<file path="config.mk">
export PLATFORM = sky130hd
export DESIGN_NAME = tilt_orient
export DESIGN_NICKNAME = d
export VERILOG_FILES = /design/src/rtl/tilt_pkg.sv /design/src/rtl/tilt_classify.sv /design/src/rtl/tilt_lock.sv /design/src/rtl/tilt_orient.sv
export SDC_FILE = /design/constraint.sdc
export NUM_CORES = 1
export LEC_CHECK = 0
export BUFFER_PORTS_ARGS = -buffer_cell sky130_fd_sc_hd__buf_4
export CAP_MARGIN = 20
export CORE_UTILIZATION = 60
export DETAILED_ROUTE_END_ITERATION = 10
export GPL_TIMING_DRIVEN = 0
export PLACE_DENSITY = 0.77
export SYNTH_ARGS = -nofsm -noshare
export SYNTH_HDL_FRONTEND = slang
export SYNTH_SLANG_ARGS = --single-unit
</file>
<file path="constraint.sdc">
create_clock -name clk -period 19.96 [get_ports clk]
set_input_delay 2.994 -clock clk [delete_from_list [all_inputs] [get_ports clk]]
set_output_delay 2.994 -clock clk [all_outputs]
set_load 0.02 [all_outputs]
</file>
<file path="src/rtl/tilt_pkg.sv">
package tilt_pkg;

    typedef enum logic [1:0] {
        PL_PU = 2'd0,
        PL_PD = 2'd1,
        PL_LR = 2'd2,
        PL_LL = 2'd3
    } pl_e;

    typedef struct packed {
        pl_e  pl;
        logic back;
    } orient_t;

    localparam orient_t ORIENT_RESET = '{pl: PL_PU, back: 1'b0};

endpackage

</file>
<file path="src/rtl/tilt_classify.sv">
module tilt_classify
    import tilt_pkg::*;
#(
    parameter int AW    = 12,
    parameter int KW    = 10,
    parameter int FRAC  = 8,
    parameter int K_P2L = 154,
    parameter int K_L2P = 426
) (
    input  logic signed [AW-1:0] ax,
    input  logic signed [AW-1:0] ay,
    input  pl_e                  cur,
    output pl_e                  cand
);
    localparam int PW = AW + KW + 1;

    logic [AW-1:0] xa, ya;
    logic [PW-1:0] y_sc, x_p2l, x_l2p;
    logic          in_land, go_land;

    always_comb begin
        xa      = ax[AW-1] ? $unsigned(-ax) : $unsigned(ax);
        ya      = ay[AW-1] ? $unsigned(-ay) : $unsigned(ay);
        y_sc    = PW'(ya) << FRAC;
        x_p2l   = PW'(xa) * PW'(K_P2L);
        x_l2p   = PW'(xa) * PW'(K_L2P);
        in_land = cur[1];
        // Trip point depends on the category now reported
        if (in_land) go_land = !(y_sc > x_l2p);
        else         go_land = (y_sc < x_p2l);
        if (go_land) cand = ax[AW-1] ? PL_LR : PL_LL;
        else         cand = ay[AW-1] ? PL_PU : PL_PD;
    end
endmodule

</file>
<file path="src/rtl/tilt_lock.sv">
module tilt_lock #(
    parameter int AW     = 12,
    parameter int LFRAC  = 10,
    parameter int K_LOCK = 315
) (
    input  logic signed [AW-1:0] ax,
    input  logic signed [AW-1:0] ay,
    input  logic signed [AW-1:0] az,
    output logic                 locked
);
    localparam int SW = 2 * AW + 2 + LFRAC;

    logic [AW-1:0] xa, ya, za;
    logic [SW-1:0] xy_sq, z_sq, lhs, rhs;

    always_comb begin
        xa     = ax[AW-1] ? $unsigned(-ax) : $unsigned(ax);
        ya     = ay[AW-1] ? $unsigned(-ay) : $unsigned(ay);
        za     = az[AW-1] ? $unsigned(-az) : $unsigned(az);
        xy_sq  = SW'(xa) * SW'(xa) + SW'(ya) * SW'(ya);
        z_sq   = SW'(za) * SW'(za);
        lhs    = xy_sq << LFRAC;
        rhs    = z_sq * SW'(K_LOCK);
        locked = (lhs < rhs);
    end
endmodule

</file>
<file path="src/rtl/tilt_orient.sv">
module tilt_orient
    import tilt_pkg::*;
#(
    parameter int AW     = 12,
    parameter int DB_CNT = 4,
    parameter int KW     = 10,
    parameter int FRAC   = 8,
    parameter int K_P2L  = 154,
    parameter int K_L2P  = 426,
    parameter int LFRAC  = 10,
    parameter int K_LOCK = 315
) (
    input  logic                 clk,
    input  logic                 rst_n,
    input  logic                 smp_valid,
    input  logic signed [AW-1:0] ax,
    input  logic signed [AW-1:0] ay,
    input  logic signed [AW-1:0] az,
    input  logic                 rd_ack,
    output logic [1:0]           pl_o,
    output logic                 back_o,
    output logic                 lock_o,
    output logic                 chg_o
);
    localparam int CW = $clog2(DB_CNT + 1);

    typedef struct packed {
        orient_t         rep;
        orient_t         pend;
        logic [CW-1:0]   cnt;
        logic            lock;
        logic            chg;
    } state_t;

    state_t  st_d, st_q;
    pl_e     cls_pl;
    logic    lock_w;
    orient_t cand;
    logic    commit;

    tilt_classify #(
        .AW(AW), .KW(KW), .FRAC(FRAC), .K_P2L(K_P2L), .K_L2P(K_L2P)
    ) u_cls (
        .ax(ax), .ay(ay), .cur(st_q.rep.pl), .cand(cls_pl)
    );

    tilt_lock #(
        .AW(AW), .LFRAC(LFRAC), .K_LOCK(K_LOCK)
    ) u_lock (
        .ax(ax), .ay(ay), .az(az), .locked(lock_w)
    );

    always_comb begin
        st_d      = st_q;
        commit    = 1'b0;
        cand.pl   = lock_w ? st_q.rep.pl : cls_pl;
        cand.back = az[AW-1];
        if (smp_valid) begin
            st_d.lock = lock_w;
            if (cand == st_q.rep) begin
                st_d.cnt = '0;
            end else begin
                if (st_q.cnt != '0 && cand == st_q.pend) begin
                    st_d.cnt = st_q.cnt + CW'(1);
                end else begin
                    st_d.pend = cand;
                    st_d.cnt  = CW'(1);
                end
                if (st_d.cnt == CW'(DB_CNT)) begin
                    st_d.rep = cand;
                    st_d.cnt = '0;
                    commit   = 1'b1;
                end
            end
        end
        if (commit)      st_d.chg = 1'b1;
        else if (rd_ack) st_d.chg = 1'b0;
    end

    always_ff @(posedge clk) begin
        if (!rst_n) begin
            st_q.rep  <= ORIENT_RESET;
            st_q.pend <= ORIENT_RESET;
            st_q.cnt  <= '0;
            st_q.lock <= 1'b0;
            st_q.chg  <= 1'b0;
        end else begin
            st_q <= st_d;
        end
    end

    assign pl_o   = st_q.rep.pl;
    assign back_o = st_q.rep.back;
    assign lock_o = st_q.lock;
    assign chg_o  = st_q.chg;
endmodule

</file>
==> qor.csv <==
stage,metric,value,unit
route,routed length per placed instance,16.08,µm
route,Initial DRT Pass Iterations,5,
die,core area,0.03446,mm²
route,Post-Route WL,46420,µm
cts,H-tree levels,1,
die,starting density of the core,60.74,%
yosys,"EDFF count, synth",0,
die,std cell rows,68,
yosys,Netlist cell types,76,
critical_path,Worst path slowest cell,xnor2_1,
route,Detailed Route Iter0 Violations,868,
sta,count of final setup violators,0,
sta,slew margin rel.,31.85,%
layout,Inserted Diodes,0,
outcome,outcome,finished clean,
die,# IOs,45,
critical_path,critical path data arrival time,18.02,ns
yosys,Cells after Synth,2357,
sta,slew at the pin closest to its max-slew limit,1.017,ns
route,Vias,15820,
sta,Final min period,17.86,ns
critical_path,WS Path Type,input pin to register,
cts,CTS root buffer,clkbuf_16,
die,die area,0.03564,mm²
yosys,post-synthesis async set-or-reset flop share,0,%
die,die height,188.8,µm
job,maxcap violations,0,
route,post-DR vias/cell,5.483,
route,drt drc,0,
critical_path,critical path endpoint category,register,
layout,Register Area,220.2,µm²
place,DPL Wire Length,41520,µm
yosys,register area share after synthesis,1.052,%
cts,number of clock sinks,11,
hold_path,class of the worst hold path,register to register,
grt,Tot GR Track Use,27.55,%
sta,post-route worst setup slack,2.098,ns
cts,CTS resizes,0,
sta,TNS Setup,0,ns
grt,first-pass GRT wire length,79430,µm
cts,clock tree buffer depth,2,
sta,Final Skew,0.0005388,ns
yosys,mapped cell area,0.02093,mm²
cts,CTS Buf Count,3,
critical_path,crit path capture,st_q[5]$_SDFFE_PN0P_,
critical_path,most common cell type on the critical path,inv_1,
place,gpl congestion,0.9394,
sta,RSZ-0062 raised after global routing,false,
yosys,Avg Inst Size Synth,8.880,µm²
critical_path,R2R depth,8,
critical_path,Setup crit start kind,input pin,
grt,initial antenna violation count,1,
cts,hold buffer count at CTS,0,
cts,CTS tree,built,
sta,Fmax achieved,55.98,MHz
place,Port-buffer cells,42,
critical_path,WP data required,20.12,ns
critical_path,worst-path maximum fanout,10,
cts,clk_lat worst skew,0.24,ns
grt,largest net degree at the start of global routing,14,
layout,share of cells above drive strength 1,3.661,%
critical_path,reg-to-reg critical path endpoint,st_q[5]$_SDFFE_PN0P_,
layout,Multi-input gate area,0.01829,mm²
die,Die Width,188.8,µm
critical_path,critical path's largest stage delay,0.75,ns
layout,"commonest non-fill, non-tap cell in the layout",inv_1,
yosys,Seq cells post-synth,11,
critical_path,reg2reg setup slack,17.33,ns
layout,Layout area overhead,5.392,%
layout,# fillers,2844,
yosys,YS warnings,0,
sta,period utilization,89.49,%
layout,"commonest non-fill, non-tap cells in the layout","646 x inv_1, 393 x fa_1, 392 x ha_1",
critical_path,Crit. Startpoint,az[11],
cts,"CTS clk-pin slew, worst paths",0.04,ns
critical_path,reg2reg start,pl_o[1]$_SDFFE_PN0P_,
yosys,Synth Flop Type,dfxtp_1,
sta,Final Hold Viols,0,
place,dpl ws,2.032,ns
grt,GR Overflow Total,0,
cts,Post-CTS Setup Inserts,0,
grt,vias in the first global route,16780,
layout,Nets,3257,
sta,Slew Limit Fails,0,
route,Antenna Nets Post-Route,0,
==> per-layer routing <==
layer | global-route usage (%) | wire, µm | part of all wire (%) | vias to the layer above
li1 | - | - | - | 7505
met1 | 37.89 | 20170 | 43 | 7803
met2 | 45.86 | 21750 | 47 | 447
met3 | 3.949 | 3378 | 7.3 | 66
met4 | 6.545 | 1112 | 2.4 | 2
met5 | 0 | 11 | 0.024 | -
==> stage by stage <==
step | cells | hold WS [ns] | instance area, µm² | util [%]
finish | 2886 | 0.4684 | 22060 | 64.02
floorplan | 2378 | 0.4679 | 21010 | -
detailed placement | 2879 | 0.4624 | 21950 | 63.71
CTS | 2883 | 0.4703 | 22030 | 63.94
global route | 2886 | 0.5209 | 22060 | 64.02
global placement | 2875 | 0.4585 | 21890 | 63.54
==> worst max-delay path: cells and delay by family <==
family	cells	cell delay [ns]
compound gates	17	3.60
xor+xnor	4	1.75
fa+ha+maj	11	5.03
buf+inv	11	2.07
simple gates	9	2.54
==> cell families after synthesis <==
logic type | share of synthesized area (%)
fa+ha+maj | 61.07
buf+inv | 12.05
simple gates | 10.04
compound gates | 8.859
xor+xnor | 6.354
flops | 1.052
mux | 0.5440
other cells | 0.03588
==> how the worst min path moves through the flow <==
stage,cells past startpoint,slack [ns],startpoint,end
4_1_cts,2,0.47,chg_o$_SDFFE_PN0P_,chg_o$_SDFFE_PN0P_
2_1_floorplan,2,0.47,st_q[7]$_SDFFE_PN0P_,st_q[7]$_SDFFE_PN0P_
3_3_place_gp,2,0.46,chg_o$_SDFFE_PN0P_,chg_o$_SDFFE_PN0P_
5_1_grt,2,0.52,chg_o$_SDFFE_PN0P_,chg_o$_SDFFE_PN0P_
3_5_place_dp,2,0.46,chg_o$_SDFFE_PN0P_,chg_o$_SDFFE_PN0P_
6_report,2,0.47,chg_o$_SDFFE_PN0P_,chg_o$_SDFFE_PN0P_
==> state kept, by name, summed over array words and instances (netlist names) <==
register	flops
back_o	1
chg_o	1
lock_o	1
pl_o	2
st_q	6
==> synthesized netlist by cell type (all sizes together), types with 14 or more instances <==
library cell	number	area, µm²
a21o	31	232.7
a21oi	88	444.2
clkbuf	14	52.55
fa	393	7868
ha	392	4905
inv	650	2442
nand2	143	544.3
nand2b	27	168.9
nand3	20	100.1
nand4	15	100.1
nor2	153	574.3
nor3	20	100.1
o21ai	54	270.3
o21bai	15	112.6
xnor2	77	726.9
xor2	68	603.1
==> layout make-up <==
cell class	count	area share, %
buffer	17	0.3290
inverter	652	11.11
timing repair buffer	49	1.719
multi-input combinational	1698	82.91
clock buffer	4	0.3573
sequential	11	0.9982
tap	455	2.581
Power is left out: the tool's default activity adds up to more than one toggle a clock period on the data nets, which glitch-free logic cannot reach.
